File: src/rtl/ipi_boot_pkg.sv
package ipi_boot_pkg;
  localparam int unsigned CMD_W    = 32;
  localparam int unsigned VEC_LSB  = 0;
  localparam int unsigned DM_LSB   = 8;
  localparam int unsigned LVL_BIT  = 14;
  localparam int unsigned SH_LSB   = 18;
  localparam int unsigned ID_LSB   = 24;
  localparam int unsigned PAGE_LSB = 12;
  localparam int unsigned LIM_LSB  = 20;

  typedef enum logic [2:0] {
    DM_INIT  = 3'b101,
    DM_START = 3'b110
  } dmode_e;

  typedef enum logic [2:0] {
    S_IDLE, S_WR_HI, S_WR_LO, S_POLL, S_WAIT
  } seq_st_e;

  function automatic logic [CMD_W-1:0] build_lo(dmode_e dm, logic [7:0] vec, logic bc);
    logic [CMD_W-1:0] w;
    w = '0;
    w[VEC_LSB +: 8] = vec;
    w[DM_LSB +: 3]  = dm;
    w[LVL_BIT]      = 1'b1;
    w[SH_LSB +: 2]  = {2{bc}};
    return w;
  endfunction
endpackage

File: src/rtl/ipi_wait_timer.sv
module ipi_wait_timer #(
  parameter int unsigned CNT_W = 8
) (
  input  logic             clk_i,
  input  logic             rst_ni,
  input  logic             load_i,
  input  logic [CNT_W-1:0] load_val_i,
  output logic             zero_o
);
  logic [CNT_W-1:0] cnt_q;

  always_ff @(posedge clk_i or negedge rst_ni) begin
    if (!rst_ni)            cnt_q <= '0;
    else if (load_i)        cnt_q <= load_val_i;
    else if (cnt_q != '0)   cnt_q <= cnt_q - 1'b1;
  end

  assign zero_o = (cnt_q == '0);
endmodule

File: src/rtl/ipi_poll_guard.sv
module ipi_poll_guard #(
  parameter int unsigned POLL_LIMIT = 1024
) (
  input  logic clk_i,
  input  logic rst_ni,
  input  logic arm_i,
  input  logic poll_i,
  input  logic pend_i,
  output logic clear_o,
  output logic tmo_o
);
  localparam int unsigned PW = $clog2(POLL_LIMIT + 1);
  localparam logic [PW-1:0] LAST = PW'(POLL_LIMIT - 1);

  logic [PW-1:0] cnt_q;

  always_ff @(posedge clk_i or negedge rst_ni) begin
    if (!rst_ni)               cnt_q <= '0;
    else if (arm_i)            cnt_q <= '0;
    else if (poll_i && pend_i) cnt_q <= cnt_q + 1'b1;
  end

  assign clear_o = poll_i && !pend_i;
  assign tmo_o   = poll_i && pend_i && (cnt_q == LAST);
endmodule

File: src/rtl/ipi_boot_seq.sv
module ipi_boot_seq
  import ipi_boot_pkg::*;
#(
  parameter int unsigned CYC_PER_US   = 100,
  parameter int unsigned INIT_GAP_US  = 10,
  parameter int unsigned START_GAP_US = 200,
  parameter int unsigned POLL_LIMIT   = 1024,
  parameter int unsigned ADDR_W       = 32,
  parameter int unsigned ID_W         = 8
) (
  input  logic              clk_i,
  input  logic              rst_ni,
  input  logic              start_i,
  input  logic [ID_W-1:0]   target_id_i,
  input  logic              bcast_i,
  input  logic [ADDR_W-1:0] rtn_addr_i,
  input  logic              dlv_pend_i,
  output logic              wr_hi_o,
  output logic              wr_lo_o,
  output logic              rd_lo_o,
  output logic [CMD_W-1:0]  wr_data_o,
  output logic              busy_o,
  output logic              done_o,
  output logic              err_o
);
  localparam int unsigned INIT_CYC  = INIT_GAP_US * CYC_PER_US;
  localparam int unsigned START_CYC = START_GAP_US * CYC_PER_US;
  localparam int unsigned MAX_CYC   = (INIT_CYC > START_CYC) ? INIT_CYC : START_CYC;
  localparam int unsigned CNT_W     = $clog2(MAX_CYC + 1);
  localparam logic [1:0]  LAST_MSG  = 2'd2;

  seq_st_e         st_q;
  logic [1:0]      msg_q;
  logic [ID_W-1:0] id_q;
  logic            bc_q;
  logic [7:0]      vec_q;
  logic            done_q, err_q;
  logic            addr_ok, poll_clr, poll_tmo, tmr_zero, tmr_load;
  logic [CNT_W-1:0] tmr_val;

  assign addr_ok = (rtn_addr_i[PAGE_LSB-1:0] == '0) &&
                   (rtn_addr_i[ADDR_W-1:LIM_LSB] == '0);

  ipi_poll_guard #(.POLL_LIMIT(POLL_LIMIT)) u_poll (
    .clk_i   (clk_i),
    .rst_ni  (rst_ni),
    .arm_i   (st_q == S_WR_LO),
    .poll_i  (st_q == S_POLL),
    .pend_i  (dlv_pend_i),
    .clear_o (poll_clr),
    .tmo_o   (poll_tmo)
  );

  // Gap counter loads on the clearing read, so WAIT lasts exactly N cycles
  assign tmr_load = poll_clr && (msg_q != LAST_MSG);
  assign tmr_val  = (msg_q == 2'd0) ? CNT_W'(INIT_CYC - 1) : CNT_W'(START_CYC - 1);

  ipi_wait_timer #(.CNT_W(CNT_W)) u_tmr (
    .clk_i      (clk_i),
    .rst_ni     (rst_ni),
    .load_i     (tmr_load),
    .load_val_i (tmr_val),
    .zero_o     (tmr_zero)
  );

  always_ff @(posedge clk_i or negedge rst_ni) begin
    if (!rst_ni) begin
      st_q   <= S_IDLE;
      msg_q  <= '0;
      id_q   <= '0;
      bc_q   <= 1'b0;
      vec_q  <= '0;
      done_q <= 1'b0;
      err_q  <= 1'b0;
    end else begin
      done_q <= 1'b0;
      unique case (st_q)
        S_IDLE: if (start_i) begin
          if (addr_ok) begin
            st_q  <= S_WR_HI;
            msg_q <= '0;
            id_q  <= bcast_i ? '0 : target_id_i;
            bc_q  <= bcast_i;
            vec_q <= rtn_addr_i[PAGE_LSB +: 8];
            err_q <= 1'b0;
          end else begin
            err_q  <= 1'b1;
            done_q <= 1'b1;
          end
        end
        S_WR_HI: st_q <= S_WR_LO;
        S_WR_LO: st_q <= S_POLL;
        S_POLL: begin
          if (poll_tmo) begin
            st_q   <= S_IDLE;
            err_q  <= 1'b1;
            done_q <= 1'b1;
          end else if (poll_clr) begin
            if (msg_q == LAST_MSG) begin
              st_q   <= S_IDLE;
              done_q <= 1'b1;
            end else begin
              st_q <= S_WAIT;
            end
          end
        end
        S_WAIT: if (tmr_zero) begin
          st_q  <= S_WR_HI;
          msg_q <= msg_q + 1'b1;
        end
        default: st_q <= S_IDLE;
      endcase
    end
  end

  always_comb begin
    wr_data_o = '0;
    if (st_q == S_WR_HI)
      wr_data_o = CMD_W'(id_q) << ID_LSB;
    else if (st_q == S_WR_LO)
      wr_data_o = (msg_q == 2'd0) ? build_lo(DM_INIT, 8'h00, bc_q)
                                  : build_lo(DM_START, vec_q, bc_q);
  end

  assign wr_hi_o = (st_q == S_WR_HI);
  assign wr_lo_o = (st_q == S_WR_LO);
  assign rd_lo_o = (st_q == S_POLL);
  assign busy_o  = (st_q != S_IDLE);
  assign done_o  = done_q;
  assign err_o   = err_q;
endmodule

File: config.mk
export PLATFORM = sky130hd
export DESIGN_NAME = ipi_boot_seq
export DESIGN_NICKNAME = d
export VERILOG_FILES = /design/src/rtl/ipi_boot_pkg.sv /design/src/rtl/ipi_wait_timer.sv /design/src/rtl/ipi_poll_guard.sv /design/src/rtl/ipi_boot_seq.sv
export SDC_FILE = /design/constraint.sdc
export NUM_CORES = 1
export LEC_CHECK = 0
export BUFFER_PORTS_ARGS = -buffer_cell sky130_fd_sc_hd__buf_2
export CAP_MARGIN = 30
export CORE_ASPECT_RATIO = 0.7
export CORE_MARGIN = 2
export CORE_UTILIZATION = 50
export CTS_BUF_LIST = sky130_fd_sc_hd__clkbuf_16
export CTS_CLUSTER_DIAMETER = 150
export CTS_CLUSTER_SIZE = 28
export DETAILED_ROUTE_END_ITERATION = 16
export PLACE_DENSITY_LB_ADDON = 0.05
export SLEW_MARGIN = 20
export SYNTH_ARGS = -nofsm -noshare
export SYNTH_HDL_FRONTEND = slang
export SYNTH_SLANG_ARGS = --single-unit
File: constraint.sdc
create_clock -name clk_i -period 2.9 [get_ports clk_i]
set_clock_uncertainty 0.1 [all_clocks]
set_input_delay 0.58 -clock clk_i [delete_from_list [all_inputs] [get_ports clk_i]]
set_output_delay 0.58 -clock clk_i [all_outputs]
set_load 0.02 [all_outputs]
== Word-level counts from Yosys, hierarchy flattened ==
Cells that the tools add are included.

* Add/subtract/negate cells: 3
* Multiply operators: 0
* Div/mod/pow operators: 0
* Magnitude comparators: 0
* Equal/unequal tests: 12
* Shifts and indexed selects: 0
* Mux-type cells: 29
* Bitwise logic cells: 0
* Reduce and logical (&&, ||, !) cells: 21

{| class="wikitable"
|+ Operators with widths
! kind !! number
|-
| $mux W15 || 3
|-
| $mux W32 || 1
|-
| $logic_not A12 Y1 || 2
|-
| $mux W11 || 2
|-
| $mux W20 || 1
|-
| $mux W3 || 6
|-
| $logic_not A15 Y1 || 1
|-
| $pmux W3 S5 || 1
|-
| $reduce_bool A15 Y1 || 1
|-
| $sub A15 B1 Y15 const B || 1
|-
| $add A11 B1 Y11 const B || 1
|-
| $eq A11 B10 Y1 const B || 1
|-
| $mux W10 || 1
|-
| $ne A2 B2 Y1 const B || 5
|-
| $mux W8 || 1
|-
| $reduce_and A4 Y1 || 2
|-
| $reduce_bool A2 Y1 || 4
|-
| $mux W1 || 7
|-
| $eq A3 B2 Y1 const B || 2
|-
| $mux W2 || 3
|-
| $reduce_and A3 Y1 || 2
|-
| $logic_and A1 B1 Y1 || 5
|-
| $pmux W1 S2 || 2
|-
| $pmux W2 S2 || 1
|-
| other kinds (9) || 9
|}

* Flip-flop bits (word level): 50
* Latch bits: 0
* Memory bits (writable): 0
* ROM bits: 0
* Input port bits: 45
* Output and inout bits: 38
* Memories kept: 0

== Longest topological paths before layout ==
* Word-level depth: 5
* Gate-level depth with buffers: 8
* Gate-level depth less buffers: 7

== Cells and area by module ==
From an unflattened synthesis, not the netlist that was laid out.

* Cells, all modules: 264
* Area, all modules: 2802.7 sq um

{| class="wikitable"
|+ By module, submodules not included
! module !! times used !! cells an instance !! area each (sq um)
|-
| ipi_boot_seq || 1 || 132 || 1442.6
|-
| ipi_wait_timer || 1 || 79 || 829.5
|-
| ipi_poll_guard || 1 || 53 || 530.5
|}

== Least setup slack after synthesis ==
OpenSTA, ideal clock, no wires.

* Path kind: register to output
* Start: reg st_q[1]
* End: out wr_data_o[24]
* Arrival time: 1.707 ns
* Setup slack: 0.513 ns
* Stages on the path, launching flop included: 4
* Path buffers: 1
* Path through: dfrtp_1 buf_4 nor3b_1 and2_1

* Word-level cells in the longest chain between the ends: 2

{| class="wikitable"
|+ RTL lines
! what !! RTL line !! text
|-
| start: declaration || ipi_boot_seq.sv:32 || <nowiki>seq_st_e st_q;</nowiki>
|-
| start signal: assignment || ipi_boot_seq.sv:68 || <nowiki>st_q <= S_IDLE;</nowiki>
|-
| start signal: assignment || ipi_boot_seq.sv:80 || <nowiki>st_q <= S_WR_HI;</nowiki>
|-
| start signal: assignment || ipi_boot_seq.sv:91 || <nowiki>S_WR_HI: st_q <= S_WR_LO;</nowiki>
|-
| $eq A3 B1 Y1 || -- ||
|-
| via wr_hi_o || ipi_boot_seq.sv:18 || <nowiki>output logic wr_hi_o,</nowiki>
|-
| $mux W32 || ipi_boot_seq.sv:118 || <nowiki>if (st_q == S_WR_HI)</nowiki>
|-
| end: declaration || ipi_boot_seq.sv:21 || <nowiki>output logic [CMD_W-1:0] wr_data_o,</nowiki>
|}

The timed path passes the listed nets, and every way through them passes these cells.

== Worst setup path in the final report ==
* Start: reg st_q[0]
* End: out wr_data_o[1]

* Word-level cells in the longest chain between the ends: 3
* Elaborated cells between the ends (all ways): 4
* Those cells by class: eq/ne: 2; mux: 2

{| class="wikitable"
|+ RTL lines
! what !! RTL line !! text
|-
| $eq A3 B2 Y1 || ipi_boot_seq.sv:120 || <nowiki>else if (st_q == S_WR_LO)</nowiki>
|-
| $mux W20 || ipi_boot_seq.sv:120 ||
|-
| $mux W32 * || ipi_boot_seq.sv:118 ||
|}

Every way passes the cells marked *; elsewhere a longest branch is shown, timed or not.

==> impl_metrics.json <==
{
  "cts.htree.levels": 2,
  "tightestPinTransition_ns": 0.6219,
  "wire_per_inst_microns": 13.00,
  "dp.cells": 410,
  "insertion_delay_ns": 0.28,
  "ys.flop_type": "dfrtp_1",
  "leakage_nw": 1.673,
  "status": "complete, no violations",
  "die_x_microns": 91.85,
  "ant_nets": 0,
  "yosys-top-cells-area": "dfrtp_1, and2_1, mux2_2",
  "cp_max_fo": 9,
  "fin_setup_tns_ns": 0,
  "startpoint_type": "register",
  "fmax_ghz": 0.3780,
  "slowest_delay_ns": 0.48,
  "first_global_vias": 2003,
  "worstPathRequired_ns": 2.22,
  "hold_path.class": "input port to async pin",
  "yosysWarnings": 0,
  "cts_buffers": 5,
  "p_int_mw": 1.343,
  "pwr-share-clk_pct": 35.2,
  "nFillCells": 478,
  "pwr-share-comb_pct": 16.4,
  "whs_ns": 0.2080,
  "rsz0062_at_grt": "no",
  "drv_slew": 0,
  "place_congestion": 0.8301,
  "rows": 22,
  "track_usage_pct": 19.58,
  "grt_first_pass_wirelength_microns": 9377,
  "cts_resized": 0,
  "grt_start_max_net_pins": 27,
  "routed_wl_microns": 5434,
  "cts_tree": "built",
  "num_io_pins": 83,
  "swShare_pct": 26.67,
  "peakVddDrop_mv": 0.2600,
  "cts_sinks": 50,
  "diodes": 0,
  "end_kind": "output pin",
  "report.final.setup_viol": 0,
  "nets": 394,
  "multiInputGateArea_sq_um": 1309,
  "synth_area_sq_um": 2701,
  "seqPwrFrac_pct": 48.4,
  "die_h_microns": 65.50,
  "async_reset_ff_share_pct": 100.0,
  "post-cts-setup-buffer-count": 0,
  "synth_top_area_share_pct": 46.32,
  "cpMostUsedCell": "nor2_1",
  "yosysMostFrequentCell": "dfrtp_1",
  "critPathArrivalTime_ns": 1.97,
  "yosys-top-cells-count": "dfrtp_1, nand2_1, nor2_1",
  "finalHoldViolCount": 0,
  "syn_area_per_cell_sq_um": 9.895,
  "synth-seq-area-share_pct": 46.32,
  "overflow": 0,
  "synth_edf_count": 0,
  "place_ws_ns": 0.5560,
  "path_delay_family": "simple AND/OR/NAND/NOR gates",
  "power_switching_uw": 488.4,
  "drtPass1Iterations": 4,
  "period_needed_ns": 2.646,
  "antenna_found_initial": 0,
  "power.density_nw_per_um2": 562.9,
  "yosysUniqueCellTypes": 47,
  "synth-seq-cells": 50,
  "place_hpwl_microns": 4016,
  "cts_buffer_depth": 2,
  "cts-root-buf": "clkbuf_16",
  "relSlewSlack_pct": 58.54,
  "final_core_util_pct": 62.20,
  "cts_hold_buffers": 0,
  "core-area_sq_um": 5230,
  "cp.buffers_inverters": 1,
  "crit_chain": "nor2_1 > nand2_1 > nor2_1 > and2_1 > buf_2",
  "clk_pin_slew_ns": 0.07,
  "synth_cells": 273,
  "area_growth_pct": 20.43,
  "die_area_sq_um": 6016,
  "drv_cap": 0,
  "crit_path_top_delay_cell": "dfrtp_1",
  "instances_no_fill": 418,
  "start_util_pct": 51.65,
  "postLayoutSetupSlackWorst_ns": 0.2545,
  "num_vias": 2140,
  "final_layout_size_suffix_gt1_share_pct": 29.48,
  "crit_type": "register to output pin",
  "io_buffers": 72,
  "yosysTopAreaCell": "dfrtp_1",
  "regArea_sq_um": 1251,
  "drt_iter0_drc": 131,
  "final.period_utilization_pct": 91.23,
  "via_per_inst": 5.120,
  "drc": 0
}
[power by group through the flow]
stage	Sequential (mW)	Clock, mW	Combinational, mW
2_1_floorplan	0.883	0	0.223
3_3_place_gp	0.894	0	0.295
3_5_place_dp	0.895	0	0.303
4_1_cts	0.885	0.661	0.301
5_1_grt	0.899	0.704	0.345
6_report	0.886	0.645	0.300
[registers in the layout (all words and copies together) (netlist names)]
signal and flops:
bc_q 1, u_poll.cnt_q 11, id_q 8, err_o 1, done_o 1, msg_q 2
u_tmr.cnt_q 15, st_q 3, vec_q 8
[metrics by stage]
step	area, sq um	power (mW)
floorplan	2735	1.107
CTS	3253	1.847
detailed placement	3087	1.197
global route	3253	1.948
finish	3253	1.831
global placement	3087	1.189
[per-layer routing]
| layer | wire length (microns) | vias to the layer above | part of all wire (%) | track usage [%] |
|---|---|---|---|---|
| met1 | 2711 | 979 | 50 | 28.44 |
| met2 | 2360 | 74 | 43 | 30.06 |
| li1 | - | 1085 | - | - |
| met5 | 0 | - | 0 | 0 |
| met4 | 13 | 0 | 0.24 | 2.799 |
| met3 | 349 | 2 | 6.4 | 5.619 |
[kinds of logic (layout without fill, tap and decap cells)]
kind of cell	after synthesis	after routing	synth area share (%)
simple gates	123	123	27.37
mux	10	10	4.169
xor+xnor	17	17	5.512
compound gates	38	38	8.153
other cells	1	10	0.1388
fa+ha+maj	4	4	1.853
buf+inv	30	94	6.484
flops	50	50	46.32
[cell type report]
type                    instances  share of cell area (%)
clock buffers                   5                   3.846
inverters                      11                   1.269
clock inverters                 3                   1.269
multi-input cells             202                   40.23
flip-flops and latches         50                   38.46
repair buffers                 75                   12.15
well taps                      72                   2.769
[path summary, 6_finish.rpt]
kind	from	depth (start not counted)	slack, ns	endpoint
worst min register to register	vec_q[6]	1	0.38	vec_q[6]
worst max-delay path	st_q[0]	5	0.25	wr_data_o[1]
worst max register to register	u_tmr.cnt_q[0]	7	0.72	msg_q[0]
worst min-delay path	rst_ni	1	0.21	u_poll.cnt_q[2]
min in group clk_i	vec_q[6]	1	0.38	vec_q[6]
max in group asynchronous	rst_ni	2	1.94	st_q[0]
[cell usage in the layout, fill, tap and decap left out, drive strengths merged, types with 2 or more instances in the layout]
cell     n
or3      3
nor2    24
and4     2
mux2    10
dfrtp   50
nor3b    2
nand2   24
nor4    12
and3     2
and4b    2
nand3b   9
inv     12
o21ai   22
a21oi    4
nand4    6
ha       4
xor2     7
buf     75
xnor2   10
and2    17
o22ai    3
nor3     7
clkbuf   5
conb    10
nand3    9
Power figures use the tool's default switching activity.
